## config.mk

```make
export PLATFORM = sky130hd
export DESIGN_NAME = ctlport_slave
export DESIGN_NICKNAME = d
export VERILOG_FILES = /design/src/rtl/ctlp_pkg.sv /design/src/rtl/ctlp_sync.sv /design/src/rtl/ctlp_cond.sv /design/src/rtl/ctlp_engine.sv /design/src/rtl/ctlport_slave.sv
export SDC_FILE = /design/constraint.sdc
export NUM_CORES = 1
export LEC_CHECK = 0
export ABC_AREA = 0
export BUFFER_PORTS_ARGS = -buffer_cell sky130_fd_sc_hd__buf_2
export CAP_MARGIN = 20
export CORE_ASPECT_RATIO = 0.75
export CORE_MARGIN = 4
export CORE_UTILIZATION = 33
export DETAILED_ROUTE_END_ITERATION = 8
export PLACE_DENSITY_LB_ADDON = 0.08
export RECOVER_POWER = 25
export SETUP_SLACK_MARGIN = 0.3
export SLEW_MARGIN = 20
export SYNTH_ARGS = -nofsm -noshare
export SYNTH_HDL_FRONTEND = slang
export SYNTH_SLANG_ARGS = --single-unit
```

## constraint.sdc

```tcl
create_clock -name clk -period 2.2 [get_ports clk]
set_input_delay 0 -clock clk [delete_from_list [all_inputs] [get_ports clk]]
set_output_delay 0 -clock clk [all_outputs]
set_load 0.01 [all_outputs]
```

## src/rtl/ctlp_pkg.sv

```systemverilog
package ctlp_pkg;

    typedef enum logic [3:0] {
        ST_IDLE,
        ST_ADDR,
        ST_ADDR_ACK,
        ST_PTR,
        ST_PTR_ACK,
        ST_WDATA,
        ST_WDATA_ACK,
        ST_RDATA,
        ST_RACK,
        ST_IGNORE
    } ctlp_state_e;

    localparam int BYTE_W = 8;

endpackage

```

## src/rtl/ctlp_sync.sv

```systemverilog
module ctlp_sync #(
    parameter int             W       = 3,
    parameter logic [W-1:0]   RST_VAL = '0
) (
    input  logic         clk,
    input  logic         rst_n,
    input  logic [W-1:0] d_i,
    output logic [W-1:0] q_o
);

    for (genvar g = 0; g < W; g++) begin : g_bit
        logic meta_q;
        logic stab_q;
        always_ff @(posedge clk or negedge rst_n) begin
            if (!rst_n) begin
                meta_q <= RST_VAL[g];
                stab_q <= RST_VAL[g];
            end else begin
                meta_q <= d_i[g];
                stab_q <= meta_q;
            end
        end
        assign q_o[g] = stab_q;
    end

endmodule

```

## src/rtl/ctlp_cond.sv

```systemverilog
module ctlp_cond (
    input  logic clk,
    input  logic rst_n,
    input  logic scl_s,
    input  logic sda_s,
    input  logic sel_s,
    output logic start_o,
    output logic stop_o,
    output logic scl_rise_o,
    output logic scl_fall_o,
    output logic spi_mode_o
);

    logic scl_q;
    logic sda_q;
    logic sel_q;
    logic spi_q;

    always_ff @(posedge clk or negedge rst_n) begin
        if (!rst_n) begin
            scl_q <= 1'b1;
            sda_q <= 1'b1;
            sel_q <= 1'b0;
            spi_q <= 1'b0;
        end else begin
            scl_q <= scl_s;
            sda_q <= sda_s;
            sel_q <= sel_s;
            if (sel_q && !sel_s) begin
                spi_q <= 1'b1;
            end
        end
    end

    assign start_o    = scl_q && scl_s && sda_q && !sda_s;
    assign stop_o     = scl_q && scl_s && !sda_q && sda_s;
    assign scl_rise_o = !scl_q && scl_s;
    assign scl_fall_o = scl_q && !scl_s;
    assign spi_mode_o = spi_q;

    AST_SPI_STICKY: assert property (@(posedge clk) disable iff (!rst_n)
        spi_q |=> spi_q);

    AST_SPI_ON_FALL: assert property (@(posedge clk) disable iff (!rst_n)
        $fell(sel_s) |=> spi_q);

endmodule

```

## src/rtl/ctlp_engine.sv

```systemverilog
module ctlp_engine
    import ctlp_pkg::*;
#(
    parameter int          AW      = 4,
    parameter logic [5:0]  ADDR_HI = 6'b001100
) (
    input  logic              clk,
    input  logic              rst_n,
    input  logic              start_i,
    input  logic              stop_i,
    input  logic              scl_rise_i,
    input  logic              scl_fall_i,
    input  logic              scl_s_i,
    input  logic              sda_s_i,
    input  logic              sel_s_i,
    input  logic              spi_i,
    input  logic [BYTE_W-1:0] rd_data_i,
    output logic              sda_oe_o,
    output logic              wr_en_o,
    output logic [AW-1:0]     wr_addr_o,
    output logic [BYTE_W-1:0] wr_data_o,
    output logic [AW-1:0]     rd_addr_o
);

    ctlp_state_e       state_q, state_d;
    logic [BYTE_W-1:0] sh_q;
    logic [2:0]        cnt_q;
    logic              flag_q;
    logic              rw_q;
    logic              incr_q;
    logic [AW-1:0]     ptr_q;
    logic              wr_en_q;
    logic [AW-1:0]     wr_addr_q;
    logic [BYTE_W-1:0] wr_data_q;

    logic [BYTE_W-1:0] byte_in;
    logic              last_bit;
    logic              addr_hit;

    assign byte_in  = {sh_q[BYTE_W-2:0], sda_s_i};
    assign last_bit = (cnt_q == 3'd7);
    assign addr_hit = (byte_in[BYTE_W-1:1] == {ADDR_HI, sel_s_i});

    // next-state decision
    always_comb begin
        state_d = state_q;
        if (spi_i) begin
            state_d = ST_IDLE;
        end else if (start_i) begin
            state_d = ST_ADDR;
        end else if (stop_i) begin
            state_d = ST_IDLE;
        end else begin
            unique case (state_q)
                ST_IDLE, ST_IGNORE: state_d = state_q;
                ST_ADDR:
                    if (scl_rise_i && last_bit)
                        state_d = addr_hit ? ST_ADDR_ACK : ST_IGNORE;
                ST_ADDR_ACK:
                    if (scl_fall_i && flag_q)
                        state_d = rw_q ? ST_RDATA : ST_PTR;
                ST_PTR:
                    if (scl_rise_i && last_bit) state_d = ST_PTR_ACK;
                ST_PTR_ACK:
                    if (scl_fall_i && flag_q) state_d = ST_WDATA;
                ST_WDATA:
                    if (scl_rise_i && last_bit) state_d = ST_WDATA_ACK;
                ST_WDATA_ACK:
                    if (scl_fall_i && flag_q) state_d = ST_WDATA;
                ST_RDATA:
                    if (scl_fall_i && last_bit) state_d = ST_RACK;
                ST_RACK: begin
                    if (scl_rise_i && sda_s_i) state_d = ST_IGNORE;
                    else if (scl_fall_i && flag_q) state_d = ST_RDATA;
                end
                default: state_d = ST_IDLE;
            endcase
        end
    end

    // state register
    always_ff @(posedge clk or negedge rst_n) begin
        if (!rst_n) state_q <= ST_IDLE;
        else        state_q <= state_d;
    end

    // datapath and registered outputs
    always_ff @(posedge clk or negedge rst_n) begin
        if (!rst_n) begin
            sh_q      <= '1;
            cnt_q     <= '0;
            flag_q    <= 1'b0;
            rw_q      <= 1'b0;
            incr_q    <= 1'b0;
            ptr_q     <= '0;
            wr_en_q   <= 1'b0;
            wr_addr_q <= '0;
            wr_data_q <= '0;
        end else begin
            wr_en_q <= 1'b0;
            if (spi_i || start_i || stop_i) begin
                cnt_q  <= '0;
                flag_q <= 1'b0;
                sh_q   <= '1;
            end else begin
                unique case (state_q)
                    ST_ADDR: if (scl_rise_i) begin
                        sh_q  <= byte_in;
                        cnt_q <= cnt_q + 3'd1;
                        if (last_bit) rw_q <= sda_s_i;
                    end
                    ST_ADDR_ACK, ST_PTR_ACK, ST_WDATA_ACK: if (scl_fall_i) begin
                        if (!flag_q) begin
                            flag_q <= 1'b1;
                        end else begin
                            flag_q <= 1'b0;
                            cnt_q  <= '0;
                            if (state_q == ST_ADDR_ACK && rw_q) sh_q <= rd_data_i;
                            else                                 sh_q <= '1;
                        end
                    end
                    ST_PTR: if (scl_rise_i) begin
                        sh_q  <= byte_in;
                        cnt_q <= cnt_q + 3'd1;
                        if (last_bit) begin
                            incr_q <= byte_in[BYTE_W-1];
                            ptr_q  <= byte_in[AW-1:0];
                        end
                    end
                    ST_WDATA: if (scl_rise_i) begin
                        sh_q  <= byte_in;
                        cnt_q <= cnt_q + 3'd1;
                        if (last_bit) begin
                            wr_en_q   <= 1'b1;
                            wr_addr_q <= ptr_q;
                            wr_data_q <= byte_in;
                            if (incr_q) ptr_q <= ptr_q + 1'b1;
                        end
                    end
                    ST_RDATA: if (scl_fall_i) begin
                        if (last_bit) begin
                            cnt_q <= '0;
                            sh_q  <= '1;
                        end else begin
                            sh_q  <= {sh_q[BYTE_W-2:0], 1'b1};
                            cnt_q <= cnt_q + 3'd1;
                        end
                    end
                    ST_RACK: begin
                        if (scl_rise_i && !sda_s_i) begin
                            flag_q <= 1'b1;
                            if (incr_q) ptr_q <= ptr_q + 1'b1;
                        end else if (scl_fall_i && flag_q) begin
                            flag_q <= 1'b0;
                            sh_q   <= rd_data_i;
                            cnt_q  <= '0;
                        end
                    end
                    default: begin
                        cnt_q  <= '0;
                        flag_q <= 1'b0;
                    end
                endcase
            end
        end
    end

    // output decode
    always_comb begin
        sda_oe_o = 1'b0;
        unique case (state_q)
            ST_ADDR_ACK, ST_PTR_ACK, ST_WDATA_ACK: sda_oe_o = flag_q;
            ST_RDATA:                               sda_oe_o = !sh_q[BYTE_W-1];
            default:                                sda_oe_o = 1'b0;
        endcase
    end

    assign wr_en_o   = wr_en_q;
    assign wr_addr_o = wr_addr_q;
    assign wr_data_o = wr_data_q;
    assign rd_addr_o = ptr_q;

    AST_OE_SCL_LOW: assert property (@(posedge clk) disable iff (!rst_n)
        (!$stable(sda_oe_o) && !$past(start_i || stop_i || spi_i)) |-> !scl_s_i);

    AST_SPI_QUIET: assert property (@(posedge clk) disable iff (!rst_n)
        spi_i |=> (!sda_oe_o && !wr_en_o));

    AST_WR_PULSE: assert property (@(posedge clk) disable iff (!rst_n)
        wr_en_o |=> !wr_en_o);

    AST_NO_WR_IDLE_READ: assert property (@(posedge clk) disable iff (!rst_n)
        (state_q inside {ST_IGNORE, ST_RDATA, ST_RACK}) |-> !wr_en_o);

    AST_PTR_STEP: assert property (@(posedge clk) disable iff (!rst_n)
        (wr_en_o && incr_q) |-> (ptr_q == AW'(wr_addr_o + 1'b1)));

    AST_PTR_HOLD: assert property (@(posedge clk) disable iff (!rst_n)
        (wr_en_o && !incr_q) |-> (ptr_q == wr_addr_o));

endmodule

```

## src/rtl/ctlport_slave.sv

```systemverilog
module ctlport_slave
    import ctlp_pkg::*;
#(
    parameter int         NREG    = 16,
    parameter logic [5:0] ADDR_HI = 6'b001100,
    localparam int        AW      = $clog2(NREG)
) (
    input  logic              clk,
    input  logic              rst_n,
    input  logic              scl_i,
    input  logic              sda_i,
    output logic              sda_oe_o,
    input  logic              sel_i,
    output logic              spi_mode_o,
    output logic              wr_en_o,
    output logic [AW-1:0]     wr_addr_o,
    output logic [BYTE_W-1:0] wr_data_o,
    output logic [AW-1:0]     rd_addr_o,
    input  logic [BYTE_W-1:0] rd_data_i
);

    logic [2:0] pins_s;
    logic       start, stop, scl_rise, scl_fall, spi_mode;

    ctlp_sync #(.W(3), .RST_VAL(3'b011)) u_sync (
        .clk   (clk),
        .rst_n (rst_n),
        .d_i   ({sel_i, sda_i, scl_i}),
        .q_o   (pins_s)
    );

    ctlp_cond u_cond (
        .clk        (clk),
        .rst_n      (rst_n),
        .scl_s      (pins_s[0]),
        .sda_s      (pins_s[1]),
        .sel_s      (pins_s[2]),
        .start_o    (start),
        .stop_o     (stop),
        .scl_rise_o (scl_rise),
        .scl_fall_o (scl_fall),
        .spi_mode_o (spi_mode)
    );

    ctlp_engine #(.AW(AW), .ADDR_HI(ADDR_HI)) u_engine (
        .clk        (clk),
        .rst_n      (rst_n),
        .start_i    (start),
        .stop_i     (stop),
        .scl_rise_i (scl_rise),
        .scl_fall_i (scl_fall),
        .scl_s_i    (pins_s[0]),
        .sda_s_i    (pins_s[1]),
        .sel_s_i    (pins_s[2]),
        .spi_i      (spi_mode),
        .rd_data_i  (rd_data_i),
        .sda_oe_o   (sda_oe_o),
        .wr_en_o    (wr_en_o),
        .wr_addr_o  (wr_addr_o),
        .wr_data_o  (wr_data_o),
        .rd_addr_o  (rd_addr_o)
    );

    assign spi_mode_o = spi_mode;

endmodule

```

==> summary.md, run 1 <==
| Metric | Value |
|---|---|
| First-iteration detailed-routing DRC count | `between 100 and 150` |
| Area share of the largest cell type after synthesis | `30.45%` |
| Worst R2R End | `u_engine.state_q[0]$_DFFE_PN0P_` |
| Most frequently used flop master after synthesis | `sky130_fd_sc_hd__dfrtp_1` |
| Starting utilization of the core area | `between 30% and 40%` |
| Sort of element at the start of the critical path | `flop` |
| Netlist Area Pre-Place | `~2500 sq um` |
| Layout cell share with drive strength beyond 1 | `between 40% and 50%` |
| Combinational family with the most area after synthesis | `compound AO/OA/AOI/OAI gates` |
| Xor-xnor portion of the synthesized cell area | `1.031%` |
| Clock tree buffer depth | `2` |
| Post-DR vias/cell | `~5.2` |
| Bufs and invs on worst path | `2` |
| Leading cell type by number of instances after synthesis | `sky130_fd_sc_hd__dfrtp_1` |
| Wire length per cell | `approximately 17 um` |
| Cells on worst reg2reg path | `7` |
| Clk_lat worst skew | `0.30 ns` |
| Remaining routing DRC violations | `0` |
| Class of the tightest hold or removal check | `input pin to flop` |
| Final Routed Wirelength | `6988 um` |
| Root Driver | `sky130_fd_sc_hd__clkbuf_8` |
| Max-slew violations | `0` |
| Top-level I/O count | `32` |
| Peak fanout along the critical path | `4` |
| Height of the chip | `approximately 84 um` |
| Mapped Cells | `240` |
| Overall power of the completed layout | `between 1.5 and 2 mW` |
| Wire length of the first global-routing pass | `between 10,000 and 15,000 um` |
| Remaining max-slew budget at the tightest pin | `under 10%` |
| Post-synthesis share of cell area spent on full adders, half adders and majority gates | `between 1 and 1.5%` |
| Number of filler cells placed in the layout | `roughly 690` |
| Final core utilization | `47.71%` |
| Biggest area contributors in the synthesized netlist | `sky130_fd_sc_hd__dfrtp_1 (30%), sky130_fd_sc_hd__dfstp_2 (14%), sky130_fd_sc_hd__mux2_1 (6.2%)` |
| Core Rows | `27` |
| Startpoint of the tightest hold check path | `rd_data_i[6]` |
| Footprint of the multi-input gates | `1518 sq um` |
| Power per cell area | `around 450 nW/um^2` |
| Setup slack of the most critical reg-to-reg path | `roughly 0.29 ns` |
| Clock buffer count from CTS | `5` |
| Port Buffer Count | `31` |
| Routed vias | `roughly 2,200` |
| Worst flop-to-flop path startpoint | `u_cond.scl_q$_DFF_PN1_` |
| Count of antenna-violating nets left after detailed routing | `0` |
| Post-synth EDFFs | `0` |
| Estimated wirelength of the detail-placed design | `4506 um` |
| Maximum number of pins on one net before global-route repair | `24` |
| Deepest level of the CTS H-tree | `2` |
| Diode count | `0` |
| Max-cap violations | `0` |
| TritonCTS Sinks | `45` |
| Final setup vio count | `0` |
| Global router's overall resource usage | `15.01%` |
| Final Hold Vio Count | `0` |
| Most instantiated cells after synthesis | `sky130_fd_sc_hd__dfrtp_1 (31), sky130_fd_sc_hd__nor2_1 (21), sky130_fd_sc_hd__dfstp_2 (14), sky130_fd_sc_hd__mux2_1 (14)` |
| Final period util | `between 80% and 90%` |
| Core area | `7432 sq um` |
| Maximum cell stage delay along the critical path | `0.55 ns` |
| Outcome | `finished, final reports clean` |
| Synth area leader | `sky130_fd_sc_hd__dfrtp_1` |
| Static leakage | `~1.6 nW` |
| NumNets Final | `between 300 and 400` |
| Simple-gate share of the synthesized area | `a little under a fifth` |
| Achievable clock frequency | `523.1 MHz` |
| Mapped Nets | `between 200 and 300` |
| Area delta synth->final | `39.19%` |
| Final sum of negative setup slack | `0 ns` |
| Width of the die | `109.5 um` |
| Max IR drop VDD | `approximately 0.24 mV` |
| Share of synthesized area occupied by flip-flops and latches | `between 40% and 50%` |
| Residual overflow from global routing | `0` |
| Compound-gate portion of the synthesized area | `19.06%` |
| CTS tree | `built` |
| Worst Skew | `around 0.0033 ns` |
| Worst Path Arrival | `2.10 ns` |
| Detailed-router iteration count before antenna repair | `4` |
| Ordered cell list for the critical path | `buf_4 > buf_6 > nor4bb_4 > o41ai_4 > o41ai_2 > nor2_1 > mux2_4` |
| Avg Cell Area, Syn | `10.61 sq um` |
| Initial antenna violation count | `0` |
| Critical path data required time | `roughly 2.4 ns` |
| Final instance area | `between 3000 and 4000 sq um` |
| Library cells used by synthesis | `between 60 and 70` |
| Via count of the first global-routing pass | `between 2,000 and 2,500` |
| Number of storage elements in the synthesis netlist | `between 40 and 50` |
| Hold-critical path depth | `4` |
| Worst-Margin Slew | `1.395 ns` |
| Type of the worst setup path | `flop to flop` |
| Register area | `1146 sq um` |
| Floorplan die area | `around 9000 sq um` |
| Warnings from Yosys | `0` |
| Top Family by Delay on Critical Path | `flip-flops` |
| Fraction of synthesized area in multiplexers | `10.17%` |
| Min Tclk post-route | `1.912 ns` |
| Type of destination of the critical path | `flop` |
| Instance area after placement | `approximately 2900 sq um` |
| Post-synthesis async set-or-reset flop share | `between 90% and 100%` |
| Endpoint, Worst Hold | `u_engine.sh_q[6]$_DFFE_PN1P_` |
| Clock slew at reported path FFs | `around 0.080 ns` |
| Routability-driven placement congestion ratio | `0.8859` |
| Unrepaired setup endpoints after global routing | `true` |
| Critical-path top delay cell | `sky130_fd_sc_hd__dfstp_2` |
layout by cell type (no fill, tap or decap), drive strengths merged, types with 3 or more instances in the layout:
cell          n
buf          74
dfrtp        31
inv           5
mux2         15
nor2b         9
nand3b        3
nor4          4
mux2i         9
dlygate4sd3   4
nand3         6
nor2         21
nor3b         4
o21ai        14
nand2        11
xnor2         3
o21bai        4
and4bb        3
a2111oi       7
ha            3
clkbuf        9
nor3          4
and2b         3
o22ai         6
dfstp        14
a21oi        13
per-stage QoR:
step	worst slack, ns	std cells	hold slack, ns
after floorplan	0.3042	240	-0.2956
after global placement	0.1502	375	0.04116
after detailed placement	0.1328	375	0.03323
after CTS	0.2889	402	0.09919
after global routing	0.2013	412	0.1529
final	0.2884	412	0.1129
sequential cells by signal (all words and copies together), names as in the netlist, 3 cells and up:
signal,count
u_sync.g_bit.stab_q,3
u_engine.state_q,4
u_engine.wr_addr_o,4
u_engine.sh_q,8
u_engine.wr_data_o,8
u_sync.g_bit.meta_q,3
u_engine.cnt_q,3
u_engine.rd_addr_o,4
tightest hold or removal path: stages:
cell and delay [ns]:
sky130_fd_sc_hd__buf_2 0.07, sky130_fd_sc_hd__nor2b_1 0.12, sky130_fd_sc_hd__a2111oi_1 0.05, sky130_fd_sc_hd__mux2i_1 0.12
metal layers:
layer | vias up | GRT usage, % | wire length (um)
li1 | 1032 | - | -
met1 | 1039 | 22.43 | 3433
met2 | 71 | 21.50 | 2984
met3 | 14 | 3.403 | 455
met4 | 0 | 4.077 | 114
met5 | - | 0 | 0
final cells by class:
| type | count | area share [%] |
|---|---|---|
| Inverter | 5 | 0.5293 |
| Timing Repair Buffer | 80 | 17.50 |
| Multi-Input combinational cell | 173 | 42.80 |
| Clock buffer | 7 | 2.435 |
| Sequential cell | 45 | 32.32 |
| Clock inverter | 1 | 0.8469 |
| Tap cell | 101 | 3.564 |
cell families after synthesis:
| kind of cell | count (synthesis) |
|---|---|
| DFF | 45 |
| buffers and inverters | 22 |
| and+or+nand+nor | 79 |
| xor gates and xnor gates | 3 |
| AOI/OAI and AO/OA | 64 |
| adders and majority gates | 3 |
| muxes | 24 |
where the power goes:
group	internal, mW	switching (mW)	total (mW)
Combinational	0.0438	0.0436	0.0874
Clock	0.370	0.274	0.645
Sequential	0.840	0.00632	0.846
Total	1.25	0.324	1.58
worst max-delay path by stage:
| stage | cells past startpoint | from | end |
|---|---|---|---|
| after floorplan | 6 | u_sync.g_bit[0].stab_q$_DFF_PN1_ | u_engine.state_q[0]$_DFFE_PN0P_ |
| after detailed placement | 5 | u_sync.g_bit[0].stab_q$_DFF_PN1_ | u_engine.state_q[0]$_DFFE_PN0P_ |
| after global routing | 6 | u_cond.scl_q$_DFF_PN1_ | u_engine.state_q[0]$_DFFE_PN0P_ |
| after CTS | 5 | u_sync.g_bit[0].stab_q$_DFF_PN1_ | u_engine.state_q[0]$_DFFE_PN0P_ |
| final | 7 | u_cond.scl_q$_DFF_PN1_ | u_engine.state_q[0]$_DFFE_PN0P_ |
| after global placement | 7 | u_engine.state_q[1]$_DFFE_PN0P_ | u_engine.state_q[1]$_DFFE_PN0P_ |
timing repair:
action / 4_1_cts / 5_1_grt
gates cloned: 0 / 1
hold buffers: 4 / 0
setup buffers: 15 / 9
endpoints found under the hold margin: 16 / 0
resized for setup: 15 / 54
pin swaps: 5 / 15
setup endpoints to repair: 21 / 28
Power figures use the tool's default switching activity.
==> run 2, diff against run 1 <==
--- a/config.mk
+++ b/config.mk
@@ -14,6 +14,7 @@
 export DETAILED_ROUTE_END_ITERATION = 8
 export PLACE_DENSITY_LB_ADDON = 0.08
 export RECOVER_POWER = 25
+export REMOVE_ABC_BUFFERS = 1
 export SETUP_SLACK_MARGIN = 0.3
 export SLEW_MARGIN = 20
 export SYNTH_ARGS = -nofsm -noshare
==> summary.md, run 2 (synthesis gave the netlist of run 1 again) <==
| Metric | Value |
|---|---|
| Outcome | `finished, final reports clean` |
| Pre-CTS setup slack | `0.1427 ns (+0.009897 ns)` |
| Net load switching power | `0.3558 mW (+9.7%)` |
| NumNets Final | `329 (+0.92%)` |
| Type of the worst setup path | `flop to flop` |
| Top-level I/O count | `32 (unchanged)` |
| Share of total power in sequential cells | `50.2% (-3.4 points)` |
| Layout cell share with drive strength beyond 1 | `41.40% (-5.9 points)` |
| WHS | `0.1245 ns (+0.01158 ns)` |
| Clk_lat worst skew | `0.30 ns (about the same)` |
| Max-cap violations | `0 (unchanged)` |
| Routability-driven placement congestion ratio | `0.8561 (-3.4%)` |
| Switching power as a share of total power | `21.06% (+0.51 points)` |
| Core Rows | `27 (unchanged)` |
| Leading cell type in the layout, fill and taps excluded | `sky130_fd_sc_hd__buf_4` |
| Root Driver | `sky130_fd_sc_hd__clkbuf_8` |
| Residual overflow from global routing | `0 (unchanged)` |
| Remaining routing DRC violations | `0 (unchanged)` |
| Endpoint of the most critical setup path | `u_engine.state_q[0]$_DFFE_PN0P_` |
| Diode count | `0 (unchanged)` |
| Setup slack of the most critical reg-to-reg path | `0.22 ns (-0.07 ns)` |
| Peak fanout along the critical path | `8 (+4)` |
| Type of destination of the critical path | `flop` |
| Clock slew at reported path FFs | `0.09 ns (about the same)` |
| Count of antenna-violating nets left after detailed routing | `0 (unchanged)` |
| Static leakage | `1.539 nW (-5.5%)` |
| Power per cell area | `475.7 nW/um^2 (+6.9%)` |
| Class of the tightest hold or removal check | `input pin to flop` |
| Max IR drop VDD | `0.2737 mV (+16%)` |
| Final Routed Wirelength | `6949 um (-0.56%)` |
| Unrepaired setup endpoints after global routing | `true` |
| Timing startpoint of the critical path | `u_sync.g_bit[0].stab_q$_DFF_PN1_` |
| Core area | `7432 sq um (unchanged)` |
| Combinational share of power | `4.7% (-0.8 points)` |
| Clock network power share | `45.1% (+4.3 points)` |
| Final period util | `89.89% (+3.0 points)` |
| Final sum of negative setup slack | `0 ns (unchanged)` |
| Worst flop-to-flop path startpoint | `u_sync.g_bit[0].stab_q$_DFF_PN1_` |
| Area delta synth->final | `39.44%` |
| Width of the die | `109.5 um (unchanged)` |
| Number of filler cells placed in the layout | `711 (+2.7%)` |
| Final setup vio count | `0 (unchanged)` |
| Sort of element at the start of the critical path | `flop` |
| TritonCTS Sinks | `45 (unchanged)` |
| Estimated wirelength of the detail-placed design | `4520 um (+0.29%)` |
| Port Buffer Count | `31 (unchanged)` |
| Routed vias | `2,201 (+2.1%)` |
| Worst-Margin Slew | `0.9185 ns (-0.4762 ns)` |
| Min Tclk post-route | `1.978 ns (+0.06597 ns)` |
| Critical path data required time | `2.39 ns (about the same)` |
| Global router's overall resource usage | `15.72% (+0.71 points)` |
| Post-DR vias/cell | `5.304 (+1.3%)` |
| Achievable clock frequency | `505.7 MHz (-3.3%)` |
| Max-slew violations | `0 (unchanged)` |
| Maximum number of pins on one net before global-route repair | `41 (+71%)` |
| CTS tree | `built` |
| Worst R2R End | `u_engine.state_q[0]$_DFFE_PN0P_` |
| First-iteration detailed-routing DRC count | `67 (-39%)` |
| Worst Skew | `0.007214 ns (+0.003915 ns)` |
| Wire length of the first global-routing pass | `11,410 um (+5.1%)` |
| Deepest level of the CTS H-tree | `2 (unchanged)` |
| Final Hold Vio Count | `0 (unchanged)` |
| Wire length per cell | `16.74 um (-1.3%)` |
| Detailed-router iteration count before antenna repair | `4 (unchanged)` |
| Cell internal pwr | `1.334 mW (+6.4%)` |
| Worst Path Arrival | `2.16 ns (+0.06 ns)` |
| Cells on worst reg2reg path | `5 (-2)` |
| Setup slack of the critical path after layout | `0.2224 ns (-0.06597 ns)` |
| Remaining max-slew budget at the tightest pin | `38.77% (+32 points)` |
| Floorplan die area | `9204 sq um (unchanged)` |
| Initial antenna violation count | `0 (unchanged)` |
| Leading cell types in the layout, fill and taps excluded | `sky130_fd_sc_hd__buf_4 (39), sky130_fd_sc_hd__dfrtp_1 (27), sky130_fd_sc_hd__nor2_1 (21)` |
| Clock tree buffer depth | `2 (unchanged)` |
| Starting utilization of the core area | `34.28% (unchanged)` |
| Clock buffer count from CTS | `5 (unchanged)` |
| Height of the chip | `84.09 um (unchanged)` |
| Via count of the first global-routing pass | `2,182 (+5.1%)` |
-- run 2: cell types whose count changed in the layout (fill, tap and decap cells not counted), sizes merged --
cell and delta:
buf -13, bufinv +1, clkbuf +14, inv +1
-- run 2: power by group through the flow --
stage	Sequential, mW	Combinational, mW	Clock (mW)
CTS	0.848	0.0738	0.792
floorplan	0.864	0.0187	0
global placement	0.866	0.0561	0
detailed placement	0.867	0.0565	0
finish	0.848	0.0789	0.762
global route	0.851	0.0886	0.826
-- run 2: area by class of cell --
class	count	area, sq um	share of cell area [%]
Clock inverter	3	68.82	1.937
Timing Repair Buffer	83	596.8	16.80
Multi-Input combinational cell	173	1524	42.90
Clock buffer	5	68.82	1.937
Inverter	5	18.77	0.5284
Tap cell	101	126.4	3.558
Sequential cell	45	1149	32.34
-- run 2: worst min-delay path by stage --
stage | startpoint | endpoint | slack (ns) | depth (start not counted)
after floorplan | rst_n | u_cond.sel_q$_DFF_PN0_ | -0.30 | 0
after global placement | sda_i | u_sync.g_bit[1].meta_q$_DFF_PN1_ | 0.11 | 1
after detailed placement | sda_i | u_sync.g_bit[1].meta_q$_DFF_PN1_ | 0.11 | 1
after CTS | rd_data_i[4] | u_engine.sh_q[4]$_DFFE_PN1P_ | 0.09 | 4
after global routing | rd_data_i[0] | u_engine.sh_q[0]$_DFFE_PN1P_ | 0.15 | 4
final | rd_data_i[0] | u_engine.sh_q[0]$_DFFE_PN1P_ | 0.12 | 4
-- run 2: metal layers --
metal	track usage (%)	share of wire (%)
met4	3.737	0.94
met1	23.83	51
met3	4.331	4.8
met5	0	0
met2	21.88	43
-- run 2: critical path: stages (launching register included) --
cell and delay [ns]:
sky130_fd_sc_hd__dfstp_2 0.62, sky130_fd_sc_hd__and4bb_2 0.29, sky130_fd_sc_hd__o41ai_4 0.36, sky130_fd_sc_hd__o41ai_4 0.16
sky130_fd_sc_hd__nor2_1 0.12, sky130_fd_sc_hd__mux2_1 0.32
-- run 2: repair_timing --
item	4_1_cts	5_1_grt
resized for setup	20	40
hold endpoints to repair	34	0
pin swaps	4	8
endpoints found under the setup margin	22	32
hold buffers	4	0
buffers inserted	18	8
-- run 2: stage by stage --
stage | cells | area [sq um] | power [mW] | util [%]
floorplan | 223 | 2451 | 0.8826 | -
global placement | 377 | 2923 | 0.9225 | 39.33
detailed placement | 377 | 2923 | 0.9230 | 39.33
CTS | 407 | 3322 | 1.714 | 44.70
global route | 415 | 3552 | 1.765 | 47.79
finish | 415 | 3552 | 1.690 | 47.79
==> run 3, diff against run 2 <==
--- a/config.mk
+++ b/config.mk
@@ -12,6 +12,7 @@
 export CORE_MARGIN = 4
 export CORE_UTILIZATION = 33
 export DETAILED_ROUTE_END_ITERATION = 8
+export HOLD_SLACK_MARGIN = 0.15
 export PLACE_DENSITY_LB_ADDON = 0.08
 export RECOVER_POWER = 25
 export REMOVE_ABC_BUFFERS = 1
==> summary.md, run 3 (synthesis gave the netlist of run 1 again) <==
| Metric | Value |
|---|---|
| Outcome | `finished, final reports clean` |
| Worst Skew | `0.006721 ns (-0.0004934 ns)` |
| Global router's overall resource usage | `15.78% (+0.064 points)` |
| Estimated wirelength of the detail-placed design | `4520 um (unchanged)` |
| Unrepaired setup endpoints after global routing | `true` |
| Cell internal pwr | `1.342 mW (+0.60%)` |
| Clk_lat worst skew | `0.30 ns (about the same)` |
| Instance area after placement | `2923 sq um (unchanged)` |
| First-iteration detailed-routing DRC count | `75 (+12%)` |
| Final sum of negative setup slack | `0 ns (unchanged)` |
| Final core utilization | `48.74% (+0.94 points)` |
| Count of antenna-violating nets left after detailed routing | `0 (unchanged)` |
| Final Hold Vio Count | `0 (unchanged)` |
| Diode count | `0 (unchanged)` |
| Wire length of the first global-routing pass | `11,470 um (+0.54%)` |
| Clock network power share | `44.8% (-0.3 points)` |
| Routability-driven placement congestion ratio | `0.8561 (unchanged)` |
| Class of the tightest hold or removal check | `input pin to flop` |
| Width of the die | `109.5 um (unchanged)` |
| Via count of the first global-routing pass | `2,203 (+0.96%)` |
| Number of non-filler instances in the completed layout | `422 (+1.7%)` |
| Min Tclk post-route | `1.977 ns (-0.0002920 ns)` |
| Initial antenna violation count | `0 (unchanged)` |
| Net load switching power | `0.3568 mW (+0.28%)` |
| Root Driver | `sky130_fd_sc_hd__clkbuf_8` |
| Layout cell share with drive strength beyond 1 | `40.50% (-0.90 points)` |
| Floorplan die area | `9204 sq um (unchanged)` |
| Area delta synth->final | `42.19%` |
| Clock buffer count from CTS | `5 (unchanged)` |
| Height of the chip | `84.09 um (unchanged)` |
| Leading cell type in the layout, fill and taps excluded | `sky130_fd_sc_hd__buf_4` |
| Final instance area | `3622 sq um (+2.0%)` |
| Worst-Margin Slew | `0.9160 ns (-0.002500 ns)` |
| Overall power of the completed layout | `1.699 mW (+0.54%)` |
| Achievable clock frequency | `505.7 MHz (about the same)` |
| Type of the worst setup path | `flop to flop` |
| Routed vias | `2,212 (+0.50%)` |
| Final setup vio count | `0 (unchanged)` |
| Wire length per cell | `16.49 um (-1.5%)` |
| Core area | `7432 sq um (unchanged)` |
| Top-level I/O count | `32 (unchanged)` |
| Critical path data required time | `2.39 ns (about the same)` |
| Max-slew violations | `0 (unchanged)` |
| Port Buffer Count | `31 (unchanged)` |
| Type of destination of the critical path | `flop` |
| Max-cap violations | `0 (unchanged)` |
| Count of placed standard cells including taps | `377 (unchanged)` |
| Leading cell types in the layout, fill and taps excluded | `sky130_fd_sc_hd__buf_4 (39), sky130_fd_sc_hd__dfrtp_1 (27), sky130_fd_sc_hd__nor2_1 (21)` |
| Peak fanout along the critical path | `8 (unchanged)` |
| Remaining max-slew budget at the tightest pin | `38.93% (+0.17 points)` |
| Pre-CTS setup slack | `0.1427 ns (unchanged)` |
| Detailed-router iteration count before antenna repair | `4 (unchanged)` |
| Core Rows | `27 (unchanged)` |
| Deepest level of the CTS H-tree | `2 (unchanged)` |
| Static leakage | `1.569 nW (+1.9%)` |
| Share of total power in sequential cells | `49.9% (-0.3 points)` |
| Maximum number of pins on one net before global-route repair | `41 (unchanged)` |
| Worst Path Arrival | `2.16 ns (about the same)` |
| Sort of element at the start of the critical path | `flop` |
| WHS | `0.1578 ns (+0.03338 ns)` |
| Switching power as a share of total power | `21.00% (-0.053 points)` |
| Max IR drop VDD | `0.2747 mV (+0.37%)` |
| Clock tree buffer depth | `2 (unchanged)` |
| Combinational share of power | `5.2% (+0.5 points)` |
| Final period util | `89.88% (about the same)` |
| Starting utilization of the core area | `34.28% (unchanged)` |
| Setup slack of the critical path after layout | `0.2227 ns (+0.0002920 ns)` |
| TritonCTS Sinks | `45 (unchanged)` |
| NumNets Final | `336 (+2.1%)` |
| Remaining routing DRC violations | `0 (unchanged)` |
| Final Routed Wirelength | `6959 um (+0.14%)` |
| Post-DR vias/cell | `5.242 (-1.2%)` |
| Clock slew at reported path FFs | `0.09 ns (about the same)` |
| CTS tree | `built` |
| Residual overflow from global routing | `0 (unchanged)` |
| Power per cell area | `469.0 nW/um^2 (-1.4%)` |
## run 3: timing repair
item,4_1_cts,5_1_grt
setup buffers,18,8
pin swaps,4,8
hold buffers,11,0
resized for setup,20,40
hold endpoints to repair,41,0
endpoints found under the setup margin,22,32
## run 3: worst max-delay path: stages, from the launching register on
cell and delay [ns]:
sky130_fd_sc_hd__dfstp_2 0.62, sky130_fd_sc_hd__and4bb_2 0.29, sky130_fd_sc_hd__o41ai_4 0.35, sky130_fd_sc_hd__o41ai_4 0.16, sky130_fd_sc_hd__nor2_1 0.12, sky130_fd_sc_hd__mux2_1 0.32
## run 3: routing by layer
metal	track usage, %	routed length (um)	vias to the layer above
li1	-	-	1051
met1	24.17	3455	1098
met2	21.94	3062	55
met3	4.022	375	8
met4	3.737	65	0
met5	0	0	-
## run 3: path summary, 6_finish.rpt
kind / cells past startpoint / slack (ns) / endpoint / start
setup reg to reg: 5 / 0.22 / u_engine.state_q[0]$_DFFE_PN0P_ / u_sync.g_bit[0].stab_q$_DFF_PN1_
hold reg to reg: 0 / 0.36 / u_sync.g_bit[0].stab_q$_DFF_PN1_ / u_sync.g_bit[0].meta_q$_DFF_PN1_
hold / removal: 4 / 0.16 / u_engine.sh_q[3]$_DFFE_PN1P_ / rd_data_i[3]
setup / recovery: 5 / 0.22 / u_engine.state_q[0]$_DFFE_PN0P_ / u_sync.g_bit[0].stab_q$_DFF_PN1_
min in group asynchronous: 2 / 0.35 / u_engine.flag_q$_DFFE_PN0P_ / rst_n
max in group asynchronous: 3 / 1.13 / u_engine.sh_q[3]$_DFFE_PN1P_ / rst_n
## run 3: cell type report
class	count	area, sq um
clock buffer	5	68.82
fill	713	3810
sequential	45	1149
timing repair buffer	90	666.9
tap	101	126.4
inverter	5	18.77
multi-input combinational	173	1524
clock inverter	3	68.82
## run 3: power groups by stage
| stage | registers [mW] | clock network (mW) | logic (mW) |
|---|---|---|---|
| finish | 0.848 | 0.762 | 0.0886 |
| global route | 0.851 | 0.826 | 0.0993 |
| CTS | 0.848 | 0.792 | 0.0834 |
| detailed placement | 0.867 | 0 | 0.0565 |
| global placement | 0.866 | 0 | 0.0561 |
| floorplan | 0.864 | 0 | 0.0187 |
